$ cat src/rtl/hcd_pkg.sv
package hcd_pkg;

    // Limit a requested tap exponent to the deepest tap available.
    function automatic int clamp_tap(input int req, input int kmax);
        return (req > kmax) ? kmax : req;
    endfunction

endpackage

$ cat src/rtl/hcd_tap_decoder.sv
module hcd_tap_decoder #(
    parameter int CNT_W = 8,
    parameter int SEL_W = $clog2(CNT_W + 1)
) (
    input  logic [SEL_W-1:0] tap_sel_i,
    output logic [SEL_W-1:0] tap_k_o,
    output logic [CNT_W-1:0] mask_o
);
    import hcd_pkg::*;

    logic [SEL_W-1:0] k_w;

    always_comb begin
        k_w = SEL_W'(clamp_tap(int'(tap_sel_i), CNT_W));
    end

    assign tap_k_o = k_w;

    // Bit i of the terminal-count mask is set when the hold spans that bit.
    for (genvar i = 0; i < CNT_W; i++) begin : g_mask
        assign mask_o[i] = (k_w > SEL_W'(i));
    end

endmodule

$ cat src/rtl/hcd_hold_counter.sv
module hcd_hold_counter #(
    parameter int CNT_W = 8,
    parameter int SEL_W = $clog2(CNT_W + 1)
) (
    input  logic             clk,
    input  logic             rst_n,
    input  logic             run_en_i,
    input  logic [SEL_W-1:0] tap_req_i,
    input  logic [CNT_W-1:0] mask_i,
    output logic [SEL_W-1:0] eff_k_o,
    output logic [CNT_W-1:0] cnt_o,
    output logic             pulse_o
);

    typedef struct packed {
        logic [CNT_W-1:0] cnt;
        logic [SEL_W-1:0] k;
        logic             pulse;
    } hold_state_t;

    hold_state_t st_d, st_q;
    logic [SEL_W-1:0] eff_k_d;
    logic             wrap_d;

    // A new tap is taken up only when the hold position is zero.
    always_comb begin
        st_d    = st_q;
        eff_k_d = (st_q.cnt == '0) ? tap_req_i : st_q.k;
        wrap_d  = run_en_i && (st_q.cnt == mask_i);
        st_d.pulse = wrap_d;
        if (run_en_i) begin
            st_d.k   = eff_k_d;
            st_d.cnt = wrap_d ? '0 : st_q.cnt + 1'b1;
        end
    end

    always_ff @(posedge clk) begin
        if (!rst_n) begin
            st_q <= '0;
        end else begin
            st_q <= st_d;
        end
    end

    assign eff_k_o = eff_k_d;
    assign cnt_o   = st_q.cnt;
    assign pulse_o = st_q.pulse;

    // no enable is produced after an idle cycle
    a_r5_idle_no_pulse: assert property (@(posedge clk) disable iff (!rst_n)
        !run_en_i |=> !pulse_o);

    // the hold position is frozen while idle
    a_r5_count_frozen: assert property (@(posedge clk) disable iff (!rst_n)
        !run_en_i |=> $stable(st_q.cnt));

    // every enable coincides with the start of a fresh hold
    a_r3_pulse_starts_hold: assert property (@(posedge clk) disable iff (!rst_n)
        pulse_o |-> (st_q.cnt == '0));

    // the captured tap never moves inside a hold
    a_r6_tap_held_mid_hold: assert property (@(posedge clk) disable iff (!rst_n)
        (st_q.cnt != '0) |=> $stable(st_q.k));

endmodule

$ cat src/rtl/hold_clock_divider.sv
module hold_clock_divider #(
    parameter int CNT_W = 8,
    parameter int SEL_W = $clog2(CNT_W + 1)
) (
    input  logic             clk,
    input  logic             rst_n,
    input  logic             run_en,
    input  logic [SEL_W-1:0] tap_sel,
    output logic             bist_en,
    output logic [CNT_W-1:0] hold_cnt
);

    logic [SEL_W-1:0] tap_clamped;
    logic [SEL_W-1:0] eff_k;
    logic [SEL_W-1:0] eff_k_unused;
    logic [CNT_W-1:0] mask_unused;
    logic [CNT_W-1:0] eff_mask;

    // Clamp the requested tap before it reaches the hold register.
    hcd_tap_decoder #(.CNT_W(CNT_W), .SEL_W(SEL_W)) u_req_dec (
        .tap_sel_i (tap_sel),
        .tap_k_o   (tap_clamped),
        .mask_o    (mask_unused)
    );

    // Terminal-count mask for the tap in force this cycle.
    hcd_tap_decoder #(.CNT_W(CNT_W), .SEL_W(SEL_W)) u_eff_dec (
        .tap_sel_i (eff_k),
        .tap_k_o   (eff_k_unused),
        .mask_o    (eff_mask)
    );

    hcd_hold_counter #(.CNT_W(CNT_W), .SEL_W(SEL_W)) u_cnt (
        .clk       (clk),
        .rst_n     (rst_n),
        .run_en_i  (run_en),
        .tap_req_i (tap_clamped),
        .mask_i    (eff_mask),
        .eff_k_o   (eff_k),
        .cnt_o     (hold_cnt),
        .pulse_o   (bist_en)
    );

    // the clamped tap never exceeds the counter width
    always_comb begin
        a_r4_tap_in_range: assert (int'(tap_clamped) <= CNT_W);
    end

endmodule

$ cat config.mk
export PLATFORM = sky130hd
export DESIGN_NAME = hold_clock_divider
export DESIGN_NICKNAME = d
export VERILOG_FILES = /design/src/rtl/hcd_pkg.sv /design/src/rtl/hcd_tap_decoder.sv /design/src/rtl/hcd_hold_counter.sv /design/src/rtl/hold_clock_divider.sv
export SDC_FILE = /design/constraint.sdc
export NUM_CORES = 1
export LEC_CHECK = 0
export BUFFER_PORTS_ARGS = -buffer_cell sky130_fd_sc_hd__buf_2
export CAP_MARGIN = 20
export CORE_ASPECT_RATIO = 0.7
export CORE_MARGIN = 5
export CORE_UTILIZATION = 45
export DETAILED_ROUTE_END_ITERATION = 8
export GPL_TIMING_DRIVEN = 0
export PLACE_DENSITY = 0.75
export SETUP_SLACK_MARGIN = 0.15
export SLEW_MARGIN = 10
export SYNTH_ARGS = -nofsm -noshare
export SYNTH_HDL_FRONTEND = slang
export SYNTH_SLANG_ARGS = --single-unit
$ cat constraint.sdc
create_clock -name clk -period 5.89 [get_ports clk]
set_input_delay 1.178 -clock clk [delete_from_list [all_inputs] [get_ports clk]]
set_output_delay 1.178 -clock clk [all_outputs]
set_load 0.03 [all_outputs]
# Word level (Yosys, flattened, before mapping)
# Cells that the tools add are included.
# Widths: inputs -> output; s select.
# classes
n_addsub	1
mul	0
div	0
magnitude_cmp	10
n_eq_ne	1
shifts	0
mux	4
bitwise	0
reduce_logical	2
# ops
operator	count
$gt 4x3->1 const B	4
$mux 4	3
$add 8x1->8 const B	1
$eq 8x8->1	1
$gt 4x1->1 const B	2
$gt 4x2->1 const B	2
$gt 4x4->1 const B	2
$logic_not 8->1	1
$mux 8	1
$logic_and 1x1->1	1
# word_totals
reg_bits	13
latch_bits	0
mem_bits_rw	0
romBits	0
inputBits	7
output_inout_bits	9
wordCells	21
memories	0

# Depth between registers and ports, before layout
# Gate-level depths: netlist of the first run.
# depth
word_depth	9
depth_mapped	9

# Modules after synthesis
# Synthesis of the first run repeated with hierarchy kept, for this count alone.
# hier_totals
hier_cells	116
hier_area_um2	1012.2
# modules_own_cells
module	n_inst	cells_per_inst	area_each_um2
hcd_hold_counter	1	90	817.0
hcd_tap_decoder	2	13	97.6

# Worst setup path after synthesis of the first run
# Ideal clock, no wire load.
# synth_path
path_kind	input-to-reg
from	input tap_sel[3]
to	register u_cnt.st_q, in the netlist u_cnt.cnt_o[1]
setup_time_ps	135
t_arrival_ps	2621
path_slack_ps	3134
cell_stages	7
path_buffers	1
path_cell_list	buf_1 a21oi_1 nand3_1 a2111oi_0 and3b_1 o41ai_4 o22ai_1
# synth_between
elab_chain_cells	9
elab_cells_between_ends	16
classes_between	order compare (10); eq/ne (1); mux (4); reduce/logical (1)
# synth_rtl
element	line_no	text
from (decl)	hold_clock_divider.sv:8	input logic [SEL_W-1:0] tap_sel,
$gt 4x4->1	hcd_pkg.sv:5	return (req > kmax) ? kmax : req;
$mux 4 *	hcd_pkg.sv:5	
$mux 4 *	hcd_hold_counter.sv:28	eff_k_d = (st_q.cnt == '0) ? tap_req_i : st_q.k;
$gt 4x4->1	hcd_pkg.sv:5	
$mux 4 *	hcd_pkg.sv:5	
$gt 4x1->1, or another cell as far along	hcd_tap_decoder.sv:21	assign mask_o[i] = (k_w > SEL_W'(i));
$eq 8x8->1 *	hcd_hold_counter.sv:29	wrap_d = run_en_i && (st_q.cnt == mask_i);
$logic_and 1x1->1 *	hcd_hold_counter.sv:29	
$mux 8 *	hcd_hold_counter.sv:33	st_d.cnt = wrap_d ? '0 : st_q.cnt + 1'b1;
to (signal assigned)	hcd_hold_counter.sv:41	st_q <= st_d;
to (decl)	hcd_hold_counter.sv:21	hold_state_t st_d, st_q;
# Every way passes the cells marked *; elsewhere a longest branch is shown, timed or not.
# A chain may end at the register's enable or synchronous reset.

# Worst setup path in the final report of the first run
# layout_path
from	register u_cnt.st_q, in the netlist u_cnt.cnt_o[1]
to	register u_cnt.st_q, in the netlist u_cnt.cnt_o[1]
# layout_between
elab_chain_cells	8
elab_cells_between_ends	16
classes_between	add/sub (1); order compare (9); eq/ne (1); mux (3); reduce/logical (2)
# layout_rtl
element	line_no
$logic_not 8->1	hcd_hold_counter.sv:28
$mux 4	hcd_hold_counter.sv:28
$gt 4x4->1	hcd_pkg.sv:5
$mux 4	hcd_pkg.sv:5
$gt 4x1->1, or another cell as far along	hcd_tap_decoder.sv:21
$eq 8x8->1	hcd_hold_counter.sv:29
$logic_and 1x1->1	hcd_hold_counter.sv:29
$mux 8 *	hcd_hold_counter.sv:33
# Marked as above.

==> load_flow_metrics.sql, run 1 <==
INSERT INTO impl_metrics (metric_group, metric, value, unit) VALUES
('cts', 'cts_setup_buffers', '0', ''),
('setup_path', 'timing.critical_path.cells', 'inv_1 > ha_1 > nor3b_1 > nand2_1 > a211oi_1 > xnor2_1 > o41ai_4 > o22ai_1', ''),
('routing', 'drtAntennaViolNets', '0', ''),
('yosys', 'synth_async_sr_flop_share', '0', ''),
('yosys', 'yosys_most_used_dff', 'sky130_fd_sc_hd__dfxtp_1', ''),
('final_layout', 'multi_input_area', '645.6', 'sq um'),
('sta', 'timing.fmax', '350.8', 'MHz'),
('grt', 'antenna_found_initial', '0', ''),
('final_layout', 'fillerInstances', '237', ''),
('sta', 'finalSetupTns', '0', 'ns'),
('sta', 'timing.max_slew.rel_slack', '0.5803', ''),
('placement', 'hpwl', '1816', 'microns'),
('setup_path', 'worst_ep_required_time', '6.04', 'ns'),
('final_layout', 'final_core_util', '0.5346', ''),
('setup_path', 'cp_max_fo', '8', ''),
('yosys', 'syn_nets', '138', ''),
('run', 'drv.max_cap_violation_count', '0', ''),
('floorplanning', 'placementRows', '14', ''),
('setup_path', 'startpoint_type', 'register', ''),
('yosys', 'sequential_element_share_of_the_synthesized_area', '0.2527', ''),
('setup_path', 'endpoint_kind', 'register', ''),
('pwr', 'internal_power', '0.0001404', 'W'),
('final_layout', 'n_antenna_cell', '0', ''),
('pwr', 'power_frac_clock', '0.262', ''),
('cts', 'root_buffer', 'sky130_fd_sc_hd__clkbuf_4', ''),
('yosys', 'area_of_the_mapped_netlist', '1030', 'sq um'),
('final_layout', 'mostFrequentLayoutCell', 'sky130_fd_sc_hd__buf_2', ''),
('grt', 'grt.total_usage', '0.1536', ''),
('pwr', 'p_leak', '0.4898', 'nW'),
('cts', 'clock_tree.buffer_depth', '2', ''),
('routing', 'dr.first_iter.drc_count', '72', ''),
('grt', 'grt_first_pass_wirelength', '4015', 'microns'),
('sta', 'timing.clock.skew', '0.008100', 'ns'),
('setup_path', 'worst_ep_arrival_time', '3.00', 'ns'),
('outcome', 'run_status', 'completed', ''),
('pwr', 'p_switching', '0.00006867', 'W'),
('routing', 'routedWlPerCell', '13.44', 'microns'),
('cts', 'ctsResizeCount', '0', ''),
('yosys', 'yosysUniqueCellTypes', '44', ''),
('placement', 'place.gp.congestion', '0.8591', ''),
('pwr', 'p_per_area', '180.1', 'nW/um^2'),
('routing', 'totalWireLength', '2393', 'microns'),
('cts', 'clock_tree.htree_level_count', '1', ''),
('yosys', 'syn_avg_cell_area', '7.982', 'sq um'),
('grt', 'grt_start_max_net_pins', '11', ''),
('worst_hold_path', 'worst_hold_path_type', 'register to register', ''),
('pwr', 'irDropWorstVdd', '0.1147', 'mV'),
('sta', 'final.period_utilization', '0.4839', ''),
('floorplanning', 'fp.dieW', '67.18', 'microns'),
('cts', 'path_clk_slew', '0.08', 'ns'),
('floorplanning', 'floorplan.core_area', '2172', 'sq um'),
('floorplanning', 'number_of_top_level_design_ports', '16', ''),
('pwr', 'comb_power_share', '0.289', ''),
('sta', 'timing.final.setup_violations', '0', ''),
('final_layout', 'ff_latch_area', '260.3', 'sq um'),
('setup_path', 'slowest_stage_delay_cp', '0.55', 'ns'),
('setup_path', 'cp_slowest_cell', 'sky130_fd_sc_hd__nor3b_1', ''),
('cts', 'insertion_delay', '0.27', 'ns'),
('setup_path', 'setup.worst_path.class', 'register to register', ''),
('sta', 'drv_slew', '0', ''),
('final_layout', 'area_growth_syn_to_layout', '12.76', '%'),
('placement', 'buffer_ports.inserted', '13', ''),
('pwr', 'seq_power_share', '0.449', ''),
('sta', 'finalWorstPathRequiredPeriod', '2.850', 'ns'),
('yosys', 'yosysWarningCount', '0', ''),
('cts', 'cts-buffers-inserted', '3', ''),
('floorplanning', 'die_height', '50.03', 'microns'),
('sta', 'tightest_pin_transition', '0.6282', 'ns'),
('routing', 'vias_per_cell', '5.410', ''),
('sta', 'hold_viol', '0', ''),
('yosys', 'synthesis.instances', '129', '');
[cells in the mapped netlist (all sizes together), types with 3 or more instances]
cell type	n	share of area
mux2i	3	0.029
nand2	12	0.044
buf	13	0.087
clkbuf	6	0.022
nand2b	3	0.018
nor2	9	0.033
nor3	6	0.029
xor2	5	0.043
o21ai	4	0.019
nand4	4	0.024
a21boi	3	0.022
xnor2	4	0.034
a21oi	4	0.019
nor4	4	0.036
dfxtp	13	0.25
inv	3	0.011
[sequential cells by signal (all words and copies together) (netlist names)]
| register | cells |
|---|---|
| u_cnt.cnt_o | 8 |
| u_cnt.pulse_o | 1 |
| u_cnt.st_q | 4 |
[per-stage QoR]
stage          worst slack, ns  power (W)  area, sq um  hold slack (ns)  std cells
3_5_place_dp             2.844  0.0001552         1135           0.5388        174
6_report                 3.040  0.0002091         1161           0.5500        178
3_3_place_gp             2.868  0.0001531         1135           0.5376        174
4_1_cts                  3.073  0.0002100         1161           0.5499        178
2_1_floorplan            3.134  0.0001406         1030           0.5031        129
5_1_grt                  2.797  0.0002219         1161           0.6001        178
[cell type report]
cell class / count / area share
buffer: 19 / 0.09698
multi-input combinational: 94 / 0.5560
inverter: 3 / 0.009698
timing repair buffer: 13 / 0.05603
tap: 32 / 0.03448
sequential: 13 / 0.2241
clock buffer: 4 / 0.02263
[worst max-delay path: cells and delay by family, from the launching register on]
| family | cells | cell delay [ns] |
|---|---|---|
| buffers and inverters | 1 | 0.09 |
| xor gates and xnor gates | 1 | 0.19 |
| and+or+nand+nor | 2 | 0.80 |
| DFF | 1 | 0.40 |
| adders and majority gates | 1 | 0.20 |
| AOI/OAI and AO/OA | 3 | 1.05 |
[power groups by stage]
stage	logic (W)	clock network (W)	registers [W]
floorplan	0.0000454	0	0.0000953
global placement	0.0000572	0	0.0000959
detailed placement	0.0000591	0	0.0000960
CTS	0.0000596	0.0000564	0.0000940
global route	0.0000660	0.0000614	0.0000945
finish	0.0000604	0.0000547	0.0000940
[metal layers]
| layer | share of wire | track usage | vias up | wire length [microns] |
|---|---|---|---|---|
| li1 | - | - | 486 | - |
| met1 | 0.50 | 0.2275 | 438 | 1203 |
| met2 | 0.42 | 0.2202 | 35 | 1012 |
| met3 | 0.067 | 0.02500 | 4 | 160 |
| met4 | 0.0071 | 0.05051 | 0 | 17 |
| met5 | 0 | 0 | - | 0 |
[path summary, 6_finish.rpt]
| kind | start | to | slack, ns | cells past startpoint |
|---|---|---|---|---|
| setup / recovery | u_cnt.cnt_o[1] | u_cnt.cnt_o[1] | 3.04 | 8 |
| hold / removal | u_cnt.st_q[1] | u_cnt.st_q[1] | 0.55 | 2 |
| setup reg to reg | u_cnt.cnt_o[1] | u_cnt.cnt_o[1] | 3.04 | 8 |
| hold reg to reg | u_cnt.st_q[1] | u_cnt.st_q[1] | 0.55 | 2 |
[cell families after synthesis]
family	Yosys count	synth area share
adders and majority gates	2	0.02430
muxes	4	0.04374
AOI/OAI and AO/OA	25	0.1883
DFF	13	0.2527
and+or+nand+nor	54	0.2940
buffers and inverters	22	0.1203
xor gates and xnor gates	9	0.07654
No activity file was read; power rests on OpenSTA's default activity.
==> inputs of run 2 (changes only) <==
- PLACE_DENSITY: 0.75 -> 0.77
- clock period: 5.89 -> 2.5 ns (I/O delays scaled with it)
==> load_flow_metrics.sql, run 2 (synthesis results as in run 1) <==
INSERT INTO impl_metrics (metric_group, metric, value, unit) VALUES
('routing', 'routedWlPerCell', '14.67', 'microns'),
('grt', 'grt.total_usage', '0.1652', ''),
('grt', 'grt_first_pass_wirelength', '4326', 'microns'),
('floorplanning', 'floorplan.core_area', '2172', 'sq um'),
('cts', 'clock_tree.htree_level_count', '1', ''),
('placement', 'hpwl', '1791', 'microns'),
('setup_path', 'setup.worst_path.class', 'register to register', ''),
('setup_path', 'startpoint_type', 'register', ''),
('grt', 'grt_start_max_net_pins', '11', ''),
('cts', 'clock_tree.buffer_depth', '2', ''),
('grt', 'via_count_of_the_first_global_routing_pass', '957', ''),
('routing', 'vias', '1020', ''),
('cts', 'insertion_delay', '0.27', 'ns'),
('final_layout', 'fillerInstances', '211', ''),
('sta', 'timing.final.setup_violations', '0', ''),
('final_layout', 'layout_common_cells', 'sky130_fd_sc_hd__buf_2 (15), sky130_fd_sc_hd__buf_4 (14), sky130_fd_sc_hd__nand2_1 (12), sky130_fd_sc_hd__dfxtp_1 (10), sky130_fd_sc_hd__nor2_1 (8)', ''),
('placement', 'place_inst', '174', ''),
('sta', 'timing.clock.skew', '0.002960', 'ns'),
('pwr', 'p_leak', '0.5593', 'nW'),
('setup_path', 'cp_max_fo', '8', ''),
('worst_hold_path', 'worst_hold_path.endpoint', 'u_cnt.cnt_o[0]', ''),
('sta', 'finalWorstPathRequiredPeriod', '2.396', 'ns'),
('final_layout', 'ff_latch_area', '269.0', 'sq um'),
('floorplanning', 'area_of_the_die', '3360', 'sq um'),
('cts', 'cts_sinks', '13', ''),
('floorplanning', 'number_of_top_level_design_ports', '16', ''),
('setup_path', 'endpoint_kind', 'register', ''),
('cts', 'root_buffer', 'sky130_fd_sc_hd__clkbuf_4', ''),
('placement', 'buffer_ports.inserted', '13', ''),
('outcome', 'run_status', 'completed', ''),
('setup_path', 'worst_ep_arrival_time', '2.55', 'ns'),
('sta', 'final.period_utilization', '0.9586', ''),
('floorplanning', 'die_height', '50.03', 'microns'),
('cts', 'tritoncts_clock_tree', 'done', ''),
('sta', 'hold-worst-slack', '0.5637', 'ns'),
('final_layout', 'max_ffs_per_register', '8', ''),
('routing', 'dr.first_iter.drc_count', '63', ''),
('sta', 'tightest_pin_transition', '0.4310', 'ns'),
('grt', 'overflow', '0', ''),
('final_layout', 'mostFrequentLayoutCell', 'sky130_fd_sc_hd__buf_2', ''),
('pwr', 'p_per_area', '404.0', 'nW/um^2'),
('final_layout', 'share_of_final_layout_standard_cells_stronger_than_drive_strength_1', '0.4013', ''),
('sta', 'timing.fmax', '417.3', 'MHz'),
('pwr', 'internal_power', '0.0003660', 'W'),
('placement', 'place.gp.congestion', '0.8099', ''),
('routing', 'drtAntennaViolNets', '0', ''),
('final_layout', 'layoutNonFillerInstCount', '184', ''),
('setup_path', 'worstSetupStartpoint', 'u_cnt.cnt_o[2]', ''),
('routing', 'drt_pass1_iterations', '4', ''),
('routing', 'totalWireLength', '2700', 'microns'),
('sta', 'grt_setup_unrepaired', 'yes', ''),
('setup_path', 'worst_r2r_startpoint', 'u_cnt.cnt_o[2]', ''),
('setup_path', 'ff2ff_setup_slack', '0.10', 'ns'),
('worst_hold_path', 'worst_hold_path_type', 'primary input to register', ''),
('pwr', 'power_frac_clock', '0.231', ''),
('pwr', 'swShare', '0.3332', ''),
('cts', 'cts-buffers-inserted', '3', ''),
('sta', 'timing.max_slew.rel_slack', '0.7127', ''),
('setup_path', 'rr_endpoint', 'u_cnt.cnt_o[0]', ''),
('pwr', 'irDropWorstVdd', '0.2303', 'mV'),
('pwr', 'seq_power_share', '0.398', ''),
('floorplanning', 'placementRows', '14', ''),
('run', 'drv.max_cap_violation_count', '0', ''),
('routing', 'drc', '0', ''),
('floorplanning', 'fp.dieW', '67.18', 'microns'),
('final_layout', 'multi_input_area', '754.5', 'sq um'),
('setup_path', 'rr_worst_depth', '9', ''),
('final_layout', 'area_growth_syn_to_layout', '31.96', '%'),
('sta', 'hold_viol', '0', ''),
('final_layout', 'finalNetCount', '162', ''),
('floorplanning', 'effective_utilization_at_floorplan', '0.4741', ''),
('pwr', 'comb_power_share', '0.371', ''),
('setup_path', 'worst_ep_required_time', '2.65', 'ns'),
('grt', 'antenna_found_initial', '0', ''),
('sta', 'drv_slew', '0', ''),
('worst_hold_path', 'hold_path_depth', '3', ''),
('pwr', 'p_switching', '0.0001829', 'W'),
('cts', 'path_clk_slew', '0.08', 'ns'),
('worst_hold_path', 'hold_start', 'rst_n', ''),
('routing', 'vias_per_cell', '5.543', ''),
('final_layout', 'n_antenna_cell', '0', '');
[run 2: per-stage QoR]
stage | area (sq um) | total power (W) | utilization | worst slack, ns | setup TNS, ns
after floorplan | 1042 | 0.0003319 | - | 0.1476 | 0
after global placement | 1147 | 0.0003609 | 0.5282 | -0.1833 | -1.042
after detailed placement | 1147 | 0.0003653 | 0.5282 | -0.2498 | -1.368
after CTS | 1329 | 0.0005351 | 0.6118 | 0.1538 | 0
after global routing | 1359 | 0.0005825 | 0.6256 | -0.002234 | -0.007037
final | 1359 | 0.0005489 | 0.6256 | 0.1035 | 0
[run 2: layout make-up]
cell class                      count  area share
Timing Repair Buffer               19     0.08103
Multi-Input combinational cell     94      0.5553
Tap cell                           32     0.02947
Clock buffer                        4     0.01934
Buffer                             19      0.1050
Sequential cell                    13      0.1980
Inverter                            3     0.01197
[run 2: worst max-delay path by stage]
stage	to	cells after the start	slack, ns
5_1_grt	u_cnt.cnt_o[5]	10	-0.002
6_report	u_cnt.cnt_o[0]	9	0.10
4_1_cts	u_cnt.cnt_o[7]	9	0.15
3_5_place_dp	u_cnt.cnt_o[1]	8	-0.25
3_3_place_gp	u_cnt.cnt_o[1]	8	-0.18
2_1_floorplan	u_cnt.cnt_o[1]	8	0.15
[run 2: power groups by stage]
stage                     Clock [W]  Sequential, W  Combinational (W)
after global placement            0       0.000226           0.000135
after floorplan                   0       0.000224           0.000107
after global routing       0.000145       0.000219           0.000218
after detailed placement          0       0.000227           0.000139
after CTS                  0.000132       0.000217           0.000186
final                      0.000127       0.000218           0.000204
[run 2: what timing repair did]
| item | 4_1_cts | 5_1_grt |
|---|---|---|
| buffers inserted | 5 | 1 |
| hold buffers | 0 | 0 |
| resized for setup | 32 | 8 |
| pin swaps | 10 | 2 |
| setup endpoints to repair | 9 | 9 |
[run 2: critical path, stage by stage, from the launching register on]
cell                       delay (ns)
sky130_fd_sc_hd__dfxtp_2         0.33
sky130_fd_sc_hd__buf_6           0.13
sky130_fd_sc_hd__or4_4           0.54
sky130_fd_sc_hd__buf_8           0.16
sky130_fd_sc_hd__nor3_2          0.22
sky130_fd_sc_hd__a211oi_1        0.10
sky130_fd_sc_hd__xnor2_1         0.20
sky130_fd_sc_hd__buf_4           0.17
sky130_fd_sc_hd__o41ai_1         0.35
sky130_fd_sc_hd__nand2_1         0.08
[run 2: metal layers]
metal	GRT usage	part of all wire
met1	0.2342	0.47
met2	0.2480	0.44
met3	0.02500	0.069
met4	0.06061	0.016
met5	0	0
